## config.mk

```make
export PLATFORM = sky130hd
export DESIGN_NAME = pincfg_regs
export DESIGN_NICKNAME = d
export VERILOG_FILES = /design/src/rtl/pincfg_pkg.sv /design/src/rtl/pincfg_decode.sv /design/src/rtl/pincfg_word.sv /design/src/rtl/pincfg_regs.sv
export SDC_FILE = /design/constraint.sdc
export NUM_CORES = 1
export LEC_CHECK = 0
export CAP_MARGIN = 20
export CORE_ASPECT_RATIO = 1.25
export CORE_MARGIN = 4
export CORE_UTILIZATION = 35
export CTS_BUF_LIST = sky130_fd_sc_hd__clkbuf_4
export DETAILED_ROUTE_END_ITERATION = 8
export PLACE_DENSITY = 0.62
export SETUP_SLACK_MARGIN = 0.1
export SLEW_MARGIN = 20
export SYNTH_ARGS = -nofsm -noshare
export SYNTH_HDL_FRONTEND = slang
export SYNTH_SLANG_ARGS = --single-unit
```

## constraint.sdc

```tcl
create_clock -name clk -period 5.2 [get_ports clk]
set_input_delay 1.04 -clock clk [delete_from_list [all_inputs] [get_ports clk]]
set_output_delay 1.04 -clock clk [all_outputs]
set_load 0.01 [all_outputs]
```

## src/rtl/pincfg_pkg.sv

```systemverilog
`timescale 1ns/1ps
package pincfg_pkg;

    localparam int HALF_W          = 16;
    localparam int BUS_W           = 32;
    localparam int FIELD_W         = 2;
    localparam int FIELDS_PER_WORD = HALF_W / FIELD_W;

    typedef enum logic [1:0] {
        REGION_NONE = 2'd0,
        REGION_MUX  = 2'd1,
        REGION_PULL = 2'd2
    } region_e;

    typedef struct packed {
        region_e    region;
        logic [7:0] bank;
        logic [7:0] word;
    } target_t;

    // Bit position of field f inside a word; bias fields run high-to-low.
    function automatic int field_lsb(input bit is_pull, input int f);
        return is_pull ? (FIELDS_PER_WORD - 1 - f) * FIELD_W : f * FIELD_W;
    endfunction

    // Which stored bits exist for a given word (unbacked bits stay zero).
    function automatic logic [HALF_W-1:0] impl_bits(input bit is_pull, input int bank,
                                                    input int word, input int fixed_mux,
                                                    input int pull_away);
        logic [HALF_W-1:0] m;
        int pin;
        m = '0;
        for (int f = 0; f < FIELDS_PER_WORD; f++) begin
            pin = word * FIELDS_PER_WORD + f;
            if (is_pull) begin
                if (!(bank == 0 && pin < pull_away))
                    m[field_lsb(1'b1, f) +: FIELD_W] = '1;
            end else begin
                if (!(bank == 0 && pin < fixed_mux))
                    m[field_lsb(1'b0, f) +: FIELD_W] = '1;
            end
        end
        return m;
    endfunction

    // Upper half of the bus word enables bits of the lower half.
    function automatic logic [HALF_W-1:0] masked_merge(input logic [HALF_W-1:0] old,
                                                       input logic [BUS_W-1:0]  wr,
                                                       input logic [HALF_W-1:0] impl);
        logic [HALF_W-1:0] en;
        en = wr[BUS_W-1:HALF_W] & impl;
        return (old & ~en) | (wr[HALF_W-1:0] & en);
    endfunction

endpackage

```

## src/rtl/pincfg_decode.sv

```systemverilog
`timescale 1ns/1ps
module pincfg_decode #(
    parameter int ADDR_W         = 12,
    parameter int NUM_BANKS      = 4,
    parameter int WORDS_PER_BANK = 4,
    parameter int MUX_BASE       = 'h0A8,
    parameter int PULL_BASE      = 'h164
) (
    input  logic [ADDR_W-1:0]   addr,
    output pincfg_pkg::target_t tgt
);
    import pincfg_pkg::*;

    localparam int BANK_STRIDE = WORDS_PER_BANK * 4;
    localparam int SPAN        = NUM_BANKS * BANK_STRIDE;

    int off_m;
    int off_p;

    always_comb begin
        off_m = int'(addr) - MUX_BASE;
        off_p = int'(addr) - PULL_BASE;
        tgt   = '{region: REGION_NONE, bank: 8'd0, word: 8'd0};
        if (addr[1:0] == 2'b00) begin
            if (off_m >= 0 && off_m < SPAN) begin
                tgt.region = REGION_MUX;
                tgt.bank   = 8'(off_m / BANK_STRIDE);
                tgt.word   = 8'((off_m % BANK_STRIDE) / 4);
            end else if (off_p >= 0 && off_p < SPAN) begin
                tgt.region = REGION_PULL;
                tgt.bank   = 8'(off_p / BANK_STRIDE);
                tgt.word   = 8'((off_p % BANK_STRIDE) / 4);
            end
        end
    end

endmodule

```

## src/rtl/pincfg_word.sv

```systemverilog
`timescale 1ns/1ps
module pincfg_word #(
    parameter logic [15:0] IMPL = 16'hFFFF
) (
    input  logic        clk,
    input  logic        rst,
    input  logic        we,
    input  logic [31:0] wdata,
    output logic [15:0] q
);
    import pincfg_pkg::*;

    always_ff @(posedge clk) begin
        if (rst)
            q <= '0;
        else if (we)
            q <= masked_merge(q, wdata, IMPL);
    end

endmodule

```

## src/rtl/pincfg_regs.sv

```systemverilog
`timescale 1ns/1ps
module pincfg_regs #(
    parameter int NUM_BANKS      = 4,
    parameter int PINS_PER_BANK  = 32,
    parameter int ADDR_W         = 12,
    parameter int MUX_BASE       = 'h0A8,
    parameter int PULL_BASE      = 'h164,
    parameter int FIXED_MUX_PINS = 16,
    parameter int PULL_AWAY_PINS = 12
) (
    input  logic                          clk,
    input  logic                          rst,
    input  logic                          wr_en,
    input  logic                          rd_en,
    input  logic [ADDR_W-1:0]             addr,
    input  logic [31:0]                   wdata,
    output logic                          rd_valid,
    output logic [31:0]                   rdata,
    output logic [NUM_BANKS*PINS_PER_BANK*2-1:0] pin_mux,
    output logic [NUM_BANKS*PINS_PER_BANK*2-1:0] pin_pull
);
    import pincfg_pkg::*;

    localparam int WORDS_PER_BANK = PINS_PER_BANK / FIELDS_PER_WORD;
    localparam int NUM_PINS       = NUM_BANKS * PINS_PER_BANK;

    target_t     tgt;
    logic [15:0] mux_q  [NUM_BANKS][WORDS_PER_BANK];
    logic [15:0] pull_q [NUM_BANKS][WORDS_PER_BANK];
    logic [15:0] rd_word;

    pincfg_decode #(
        .ADDR_W(ADDR_W), .NUM_BANKS(NUM_BANKS), .WORDS_PER_BANK(WORDS_PER_BANK),
        .MUX_BASE(MUX_BASE), .PULL_BASE(PULL_BASE)
    ) u_decode (
        .addr (addr),
        .tgt  (tgt)
    );

    for (genvar b = 0; b < NUM_BANKS; b++) begin : g_bank
        for (genvar w = 0; w < WORDS_PER_BANK; w++) begin : g_word
            logic hit;
            assign hit = wr_en && tgt.bank == 8'(b) && tgt.word == 8'(w);

            pincfg_word #(
                .IMPL(impl_bits(1'b0, b, w, FIXED_MUX_PINS, PULL_AWAY_PINS))
            ) u_mux (
                .clk(clk), .rst(rst), .we(hit && tgt.region == REGION_MUX),
                .wdata(wdata), .q(mux_q[b][w])
            );

            pincfg_word #(
                .IMPL(impl_bits(1'b1, b, w, FIXED_MUX_PINS, PULL_AWAY_PINS))
            ) u_pull (
                .clk(clk), .rst(rst), .we(hit && tgt.region == REGION_PULL),
                .wdata(wdata), .q(pull_q[b][w])
            );
        end

        for (genvar p = 0; p < PINS_PER_BANK; p++) begin : g_pin
            localparam int W  = p / FIELDS_PER_WORD;
            localparam int ML = field_lsb(1'b0, p % FIELDS_PER_WORD);
            localparam int PL = field_lsb(1'b1, p % FIELDS_PER_WORD);
            assign pin_mux [(b*PINS_PER_BANK+p)*FIELD_W +: FIELD_W] = mux_q[b][W][ML +: FIELD_W];
            assign pin_pull[(b*PINS_PER_BANK+p)*FIELD_W +: FIELD_W] = pull_q[b][W][PL +: FIELD_W];
        end
    end

    always_comb begin
        rd_word = '0;
        for (int b = 0; b < NUM_BANKS; b++) begin
            for (int w = 0; w < WORDS_PER_BANK; w++) begin
                if (tgt.bank == 8'(b) && tgt.word == 8'(w)) begin
                    if (tgt.region == REGION_MUX)  rd_word = mux_q[b][w];
                    if (tgt.region == REGION_PULL) rd_word = pull_q[b][w];
                end
            end
        end
    end

    // Read data is captured before any same-cycle write lands.
    always_ff @(posedge clk) begin
        if (rst) begin
            rd_valid <= 1'b0;
            rdata    <= '0;
        end else begin
            rd_valid <= rd_en;
            if (rd_en)
                rdata <= {16'h0000, rd_word};
        end
    end

endmodule

```

# --- Yosys cells after proc, flatten, opt, wreduce, memory -nomap -nowiden ---
# Cells that the tools add are included.
totals:
  ff_bits: 481
  inputBits: 48
  out_inout_bits: 545
  word_cells: 234
op_classes:
  n_addsub: 6
  order_cmp: 4
  n_eq_ne: 8
  muxes: 47
  n_bitwise: 66
  reduce_logical: 72
ops:
  columns: ["cell", "count"]
  rows:
  - ["$mux 16", 44]
  - ["$and 16x16->16", 30]
  - ["$or 16x16->16", 29]
  - ["$logic_and 1x1->1", 65]
  - ["$mux 18", 3]
  - ["$add 8x1->8", 4]
  - ["$eq 8x2->1 const B", 4]
  - ["$ge 13x1->1 const B", 2]
  - ["$lt 13x8->1 const B", 2]
  - ["$and 16x8->16", 1]
  - ["$eq 8x1->1 const B", 2]
  - ["$logic_not 8->1", 2]
  - ["$not 16->16", 1]
  - ["$not 8->16", 1]
  - ["$sub 12x8->13 const B", 1]
  - ["$sub 12x9->13 const B", 1]
  - ["$reduce_or 4->1", 2]
  - ["$and 1x1->1", 4]
  - ["$reduce_or 2->1", 2]
  - ["$eq 2x1->1 const B", 1]
  - ["$eq 2x2->1 const B", 1]
  - ["$logic_not 2->1", 1]

# --- Logic depth before layout (Yosys ltp) ---
# Gate-level depths: netlist (run 1).
depth:
  ltp_word: 53
  depth_mapped: 21
  mapped_depth_nobuf: 21

# --- Hierarchy ---
# From an unflattened synthesis (run 1), not the netlist that was laid out.
unflattened:
  cells_unflattened: 2939
  area_unflattened_um2: 27106.0
by_module_without_submodules:
  columns: ["module", "n_inst", "cells_per_inst", "area_each_um2", "seq_area_each_um2"]
  rows:
  - ["pincfg_word at g_bank[0].g_word[2].u_mux ...", 28, 69, 710.7, 320.3]
  - ["pincfg_regs", 1, 807, 5561.6, 340.3]
  - ["pincfg_decode", 1, 105, 863.3, 0.0]
  - ["pincfg_word at g_bank[0].g_word[1].u_pull", 1, 44, 410.4, 160.2]
  - ["pincfg_word at g_bank[0].g_word[0].u_mux ...", 3, 17, 123.9, 0.0]

# --- Worst setup path before layout (run 1) ---
# Ideal clock, no wire load.
synth_path:
  path_kind: "input port to flip-flop"
  from: "input port addr[3]"
  to: "register (tool-made name)"
  setup_time_ns: 0.128
  arrival_ns: 4.314
  t_required_ns: 5.072
  setup_slack_ns: 0.758
  path_stages: 19
  n_path_buf: 2
  path_cell_list: "inv_1 ha_1 nand2b_1 a21oi_1 o21ai_0 a21oi_1 ha_1 ha_1 a21bo_1 o32ai_1 a31oi_1 nor2_1 nand2_1 buf_2 nor2_1 buf_2 nand2_1 mux2i_1 nor2_1"
synth_lines:
  columns: ["element", "line_no", "rtl"]
  rows:
  - ["start, declared", "pincfg_regs.sv:15", "input logic [ADDR_W-1:0] addr,"]

# --- Worst setup path after layout (run 1) ---
layout_path:
  from: "input port addr[3]"
  to: "register rdata[0]"
layout_via:
  elab_chain_len: 53
  word_cells_on_any_way: 90
  classes_between: "add/sub: 6; order compare: 4; eq/ne: 8; mux: 47; bitwise: 4; reduce/logical: 21"
layout_rtl:
  columns: ["element", "line_no", "rtl"]
  rows:
  - ["$sub 12x9->13", "pincfg_decode.sv:22", "off_p = int'(addr) - PULL_BASE;"]
  - ["$reduce_or 4->1 (no line)", null, null]
  - ["$and 1x1->1 (no line) (2 in a row)", null, null]
  - ["$add 8x1->8 (no line)", null, null]
  - ["$mux 18", "pincfg_decode.sv:29", "end else if (off_p >= 0 && off_p < SPAN) begin"]
  - ["$mux 18 *", "pincfg_decode.sv:25", "if (off_m >= 0 && off_m < SPAN) begin"]
  - ["$mux 18 *", "pincfg_decode.sv:24", "if (addr[1:0] == 2'b00) begin"]
  - ["$eq 8x1->1", "pincfg_regs.sv:73", "if (tgt.bank == 8'(b) && tgt.word == 8'(w)) begin"]
  - ["[36 not listed]", null, null]
  - ["$mux 16", "pincfg_regs.sv:75", "if (tgt.region == REGION_PULL) rd_word = pull_q[b][w];"]
  - ["$mux 16", "pincfg_regs.sv:73", null]
  - ["$mux 16", "pincfg_regs.sv:74", "if (tgt.region == REGION_MUX) rd_word = mux_q[b][w];"]
  - ["$mux 16", "pincfg_regs.sv:75", null]
  - ["$mux 16", "pincfg_regs.sv:73", null]
  - ["$mux 16", "pincfg_regs.sv:74", null]
  - ["$mux 16", "pincfg_regs.sv:75", null]
  - ["$mux 16 *", "pincfg_regs.sv:73", null]
  - ["end signal, assigned", "pincfg_regs.sv:89", "rdata <= {16'h0000, rd_word};"]
  - ["end, declared", "pincfg_regs.sv:18", "output logic [31:0] rdata,"]
# Mark *: on every way between the ends. The rest lies on a longest branch, timed or not.
# A chain may end at the register's enable or synchronous reset.

==> metrics.cfg, run 1 <==
[timing]
slew_violations = 0
hold_ws_ns = 0.446
worst_slack_ns = 0.713
fin_tns_setup_ns = 0
fin_crit_sh = 0.863
fmax_mhz = 223
finClkSkew_ns = 0.0713
relSlewSlack = 0.264
worst_slew_pin_slew_ns = 1.10
final.min_clock_period_ns = 4.49
setup-violations-final = 0
rsz0062_at_grt = no
hold_viol = 0

[run_status]
outcome = completed

[pwr]
combPwrFrac = 0.056
swShare = 0.261
power_frac_seq = 0.465
switchingPower_mw = 2.04
clockPowerShare = 0.479
internal_power_mw = 5.77
peakVddDrop_uv = 191
leakage_nw = 14.0
p_per_area_nw_per_um2 = 240

[setup_path]
critPathKind = in -> reg
reg2reg_slack_ns = 3.31
crit_path_max_fanout = 7
cp_slowest_stage_delay_ns = 0.53
startpoint_type = input port
crit_path_cell_trace = clkdlybuf4s50_1 > inv_1 > buf_4 > ha_1 > a21bo_2 > nor4_2 > o21ai_1 > a2111oi_4 > o22ai_2 > buf_4 > nor4_2 > buf_4 > a22oi_1 > a31oi_1 > a31oi_1 > a211oi_1
critical-path-top-delay-family = compound AO/OA/AOI/OAI gates
r2r_cells = 6
critPathRequiredTime_ns = 6.04
cp_common_cell = buf_4
path_buf_inv = 5
crit_slowest_cell = a2111oi_4
critPathArrivalTime_ns = 5.33
end_kind = register
r2r-end = rdata[2]

[clocking]
cts_buffers = 132
hold_buffers = 0
clock_latency_ns = 1.01
cts_buffer_depth = 3
post_cts_buffers = 0
cts_tree = done
cts_sinks = 473
htreeDepth = 4
ctsResizeCount = 0
root_buffer = clkbuf_4
clk_pin_slew_worst_paths_ns = 0.06

[run]
maxCapViolations = 0

[min_path]
hold_class = in -> reg
min_from = rst
min_path_cells = 2

[floorplan]
fp.dieW_um = 241
row_count = 106
initial_utilization = 0.355
die_y_um = 299
io_pins = 593
die_area_um2 = 72200
core_area_um2 = 67100

[synth]
synth_common_cells = 545 x nand2_1, 479 x nor2_1, 473 x dfxtp_1, 424 x mux2i_1, 166 x clkbuf_1
avgSynthCellArea_um2 = 8.25
ys_types = 83
synth_top_flop_cell = dfxtp_1
synth_area_um2 = 23800
yosysTopAreaCell = dfxtp_1
ys_ff_latch = 473
synth-edff-count = 0
synth_async_sr_flop_share = 0
syn_inst = 2882
netlist_top_cells_area = dfxtp_1 40%, mux2i_1 18%, nand2_1 8.6%
synth_top_area_frac = 0.398
seq_area_frac_synth = 0.398
synth.most_common_cell = nand2_1
yosys_warnings = 0

[grt]
grt_max_degree = 174
grt_pass1_wl_um = 165000
grt-ovfl-total = 0
grt_pass1_vias = 23996
grt.total_usage = 0.306
antenna_found_initial = 4

[place]
dp_hpwl_um = 83400
place_ws_ns = -0.0720
placed_cells = 4211
port_buffers = 520
gp_congestion = 0.923

[route]
via_per_inst = 5.58
drt_iter0_drc = 2284
firstDrtPassIters = 6
drcViolationCount = 0
drt_wl_total_um = 115000
wl_per_cell_um = 26.0
detail-route-antenna-nets = 0
vias = 24787

[cells_and_area]
fillCellCount = 6677
stdcell_count = 4439
drive_gt1_frac = 0.131
area.growth.synth_to_final_pct = 36.7
nNetsFinal = 3546
final_core_util = 0.484

==> worst reg2reg max path, stage by stage (launching register included) <==
cell and delay, ns:
dfxtp_1 0.34, a22oi_1 0.26, o22ai_1 0.12, a2111oi_0 0.41, buf_4 0.21, nand4_1 0.09
o31a_1 0.30
==> layout make-up <==
type	instances	area, um^2	share of cell area
antenna	5	12.5	0.000385
clock buffer	198	1490	0.0457
clock inverter	25	289	0.00889
inverter	12	45.0	0.00139
multi-input combinational	2143	13000	0.400
sequential	473	9470	0.291
tap	864	1080	0.0333
timing repair buffer	719	7130	0.219
==> worst max-delay path by stage <==
| stage | end | from | cells past startpoint |
|---|---|---|---|
| after floorplan | register | addr[3] | 19 |
| after global placement | rdata[4] | addr[3] | 16 |
| after detailed placement | rdata[4] | addr[3] | 16 |
| after CTS | rdata[0] | addr[3] | 16 |
| after global routing | rdata[0] | addr[4] | 15 |
| final | rdata[0] | addr[3] | 16 |
==> cell usage in the layout, fill, tap and decap left out, types with 7 or more instances in the layout <==
master	n
a22oi_1	159
o221ai_1	15
ha_1	17
a21oi_1	60
clkdlybuf4s50_1	516
nor3_1	20
dfxtp_1	473
o21ai_0	26
nand2_1	545
a311oi_1	7
buf_12	35
o22ai_1	57
nor2_2	9
a22o_1	18
nor4_1	10
nand3_1	58
inv_1	11
a31oi_1	13
nor2_1	475
clkbuf_4	198
a32oi_1	7
clkinv_1	10
buf_4	164
mux2i_1	424
a211oi_1	8
conb_1	72
==> kinds of logic (layout without fill, tap and decap cells) <==
logic type,after synthesis,after routing,synth area share
other,1,77,0.000158
buffers and inverters,337,954,0.0687
adder cells (fa/ha/maj),17,17,0.00894
AO/OA/AOI/OAI,449,449,0.140
multiplexers,424,424,0.178
flip-flops,473,473,0.398
AND/OR/NAND/NOR,1177,1177,0.204
XOR/XNOR,4,4,0.00147
==> layer usage <==
layer	GRT usage	vias to the layer above	wire length (um)
li1	-	11110	-
met1	0.340	11963	41400
met2	0.519	1366	55600
met3	0.0974	346	11400
met4	0.162	2	6920
met5	0	-	18
==> per-stage QoR <==
| step | cell area, um^2 | power [mW] |
|---|---|---|
| after detailed placement | 30700 | 4.14 |
| after floorplan | 24100 | 4.00 |
| after global placement | 30700 | 4.14 |
| after CTS | 32500 | 7.88 |
| after global routing | 32500 | 8.09 |
| final | 32500 | 7.81 |
==> power groups by stage <==
stage                     combinational [mW]  sequential [mW]  clock (mW)
after detailed placement               0.429             3.71           0
after global placement                 0.430             3.71           0
after CTS                              0.431             3.63        3.82
final                                  0.438             3.63        3.74
after global routing                   0.464             3.63        4.00
after floorplan                        0.288             3.71           0
No activity file was read; power rests on OpenSTA's default activity.
==> run 2, diff against run 1 <==
GPL_TIMING_DRIVEN = 0   (was not set)
==> run 2 against run 1 <==
Sequential power hardly changed. Clock power is 7.0% lower. Clock-buffer cell count fell by 6. Register-to-register slack got worse by 0.06 ns. Design area decreased by 1.2%. Critical path depth grew 4. Die area is the same. Utilization shrank 0.58 points. Clock skew is essentially flat. Final cell count increased by 2.6%.
==> metrics.cfg, run 2 (same netlist as run 1, synthesis figures left out) <==
[clocking]
cts_sinks = 473
clk_pin_slew_worst_paths_ns = 0.07
cts_tree = done
cts_buffers = 134
htreeDepth = 4
root_buffer = clkbuf_4
hold_buffers = 0
clock_latency_ns = 1.07
cts_buffer_depth = 3

[setup_path]
crit_path_cell_trace = clkdlybuf4s50_1 > inv_1 > ha_1 > nand2b_1 > a21oi_1 > o21ai_0 > nor2_1 > ha_1 > ha_1 > inv_1 > ha_1 > nand2_1 > nor4_2 > o22ai_4 > nor2_4 > nand2_1 > clkbuf_2 > o221ai_1 > nor4_1 > a211oi_1
startpoint_type = input port
crit_slowest_cell = nor4_1
end_kind = register
critPathKind = in -> reg
crit_path_max_fanout = 10
cp_slowest_stage_delay_ns = 0.72
critPathRequiredTime_ns = 6.09
critPathArrivalTime_ns = 6.05
critical-path-top-delay-family = simple AND/OR/NAND/NOR gates
path_buf_inv = 4
cp_common_cell = ha_1

[min_path]
hold_class = reg -> reg

[place]
gp_congestion = 1.01
port_buffers = 495
place_ws_ns = -1.63
dp_hpwl_um = 113000

[floorplan]
core_area_um2 = 67100
die_area_um2 = 72200
initial_utilization = 0.355
fp.dieW_um = 241
io_pins = 593
row_count = 106
die_y_um = 299

[cells_and_area]
final_cell_mix = 543 x nand2_1, 495 x clkdlybuf4s50_1, 473 x dfxtp_1
drive_gt1_frac = 0.120
layout_commonest_cell = nand2_1
nNetsFinal = 3660
fillCellCount = 6824
area.growth.synth_to_final_pct = 35.0
seqCellArea_um2 = 9470
multi_input_area_um2 = 13200

[timing]
rsz0062_at_grt = yes
slew_violations = 0
worst_slack_ns = 0.0348
finClkSkew_ns = 0.0710
hold_ws_ns = 0.477
worst_slew_pin_slew_ns = 1.38
setup-violations-final = 0
fin_crit_sh = 0.993
final.min_clock_period_ns = 5.17
hold_viol = 0
fmax_mhz = 194
relSlewSlack = 0.0796

[pwr]
peakVddDrop_uv = 167
leakage_nw = 13.8
p_per_area_nw_per_um2 = 238

[route]
wl_per_cell_um = 32.2
via_per_inst = 5.97
firstDrtPassIters = 7
drt_iter0_drc = 3832
drt_wl_total_um = 146000
drcViolationCount = 0
detail-route-antenna-nets = 0
vias = 27170

[run_status]
outcome = completed

[grt]
grt_max_degree = 17
grt_pass1_wl_um = 197000
grt-ovfl-total = 0
grt.total_usage = 0.388
antenna_found_initial = 7
grt_pass1_vias = 25857

[run]
maxCapViolations = 0

run 2: cell count changes in the layout (fill, tap and decap cells not counted), sizes merged:
cell / before / now
bufinv: 6 / 1
diode: 5 / 9
buf: 203 / 169
clkdlybuf4s15: 0 / 3
clkinv: 13 / 21
inv: 16 / 17
clkdlybuf4s50: 516 / 495
clkbuf: 198 / 356
run 2: timing repair:
action,in CTS,in global routing
setup buffers,2,6
gates resized for setup,29,69
endpoints found under the hold margin,0,0
pin swaps,1,3
setup endpoints to repair,208,287
gates cloned,0,0
run 2: cell type report:
| class | count | share of cell area |
|---|---|---|
| antenna | 9 | 0.000701 |
| buffer | 325 | 0.0515 |
| clock buffer | 192 | 0.0449 |
| clock inverter | 29 | 0.00448 |
| inverter | 12 | 0.00140 |
| multi-input combinational | 2143 | 0.411 |
| sequential | 473 | 0.295 |
| tap | 864 | 0.0337 |
| timing repair buffer | 506 | 0.157 |
run 2: worst register-to-register path: cells and delay by family, from the launching register on:
kind             cells  cell delay, ns
AO/OA/AOI/OAI        4            1.31
AND/OR/NAND/NOR      1            0.18
flip-flops           1            0.39
run 2: metrics by stage:
step,instances,utilization,TNS [ns],instance area [um^2],total power [mW]
after detailed placement,4315,0.450,-422.84,30200,4.22
after global routing,4551,0.479,0,32100,7.84
after global placement,4312,0.448,-385.57,30100,4.22
after floorplan,2953,-,0,24100,4.00
final,4553,0.479,0,32100,7.65
after CTS,4538,0.475,0,31900,7.60
run 2: layer usage:
| metal | part of all wire | wire length [um] | track usage |
|---|---|---|---|
| met5 | 0.00025 | 37 | 0 |
| met4 | 0.11 | 16000 | 0.327 |
| met3 | 0.12 | 17200 | 0.122 |
| met2 | 0.44 | 64300 | 0.609 |
| met1 | 0.33 | 48900 | 0.424 |
run 2: path summary, 6_finish.rpt:
check,start,end,slack (ns),depth (start not counted)
setup / recovery,addr[2],rdata[13],0.03,20
hold / removal,register,register,0.48,2
setup reg to reg,register,rdata[2],3.25,5
hold reg to reg,register,register,0.48,2
run 2: power breakdown:
| group | internal (mW) | total (mW) | switching, mW | leakage (nW) |
|---|---|---|---|---|
| clock | 1.73 | 3.48 | 1.75 | 0.954 |
| sequential | 3.63 | 3.63 | 0.00371 | 3.81 |
| combinational | 0.130 | 0.539 | 0.409 | 9.06 |
| total | 5.48 | 7.65 | 2.17 | 13.8 |
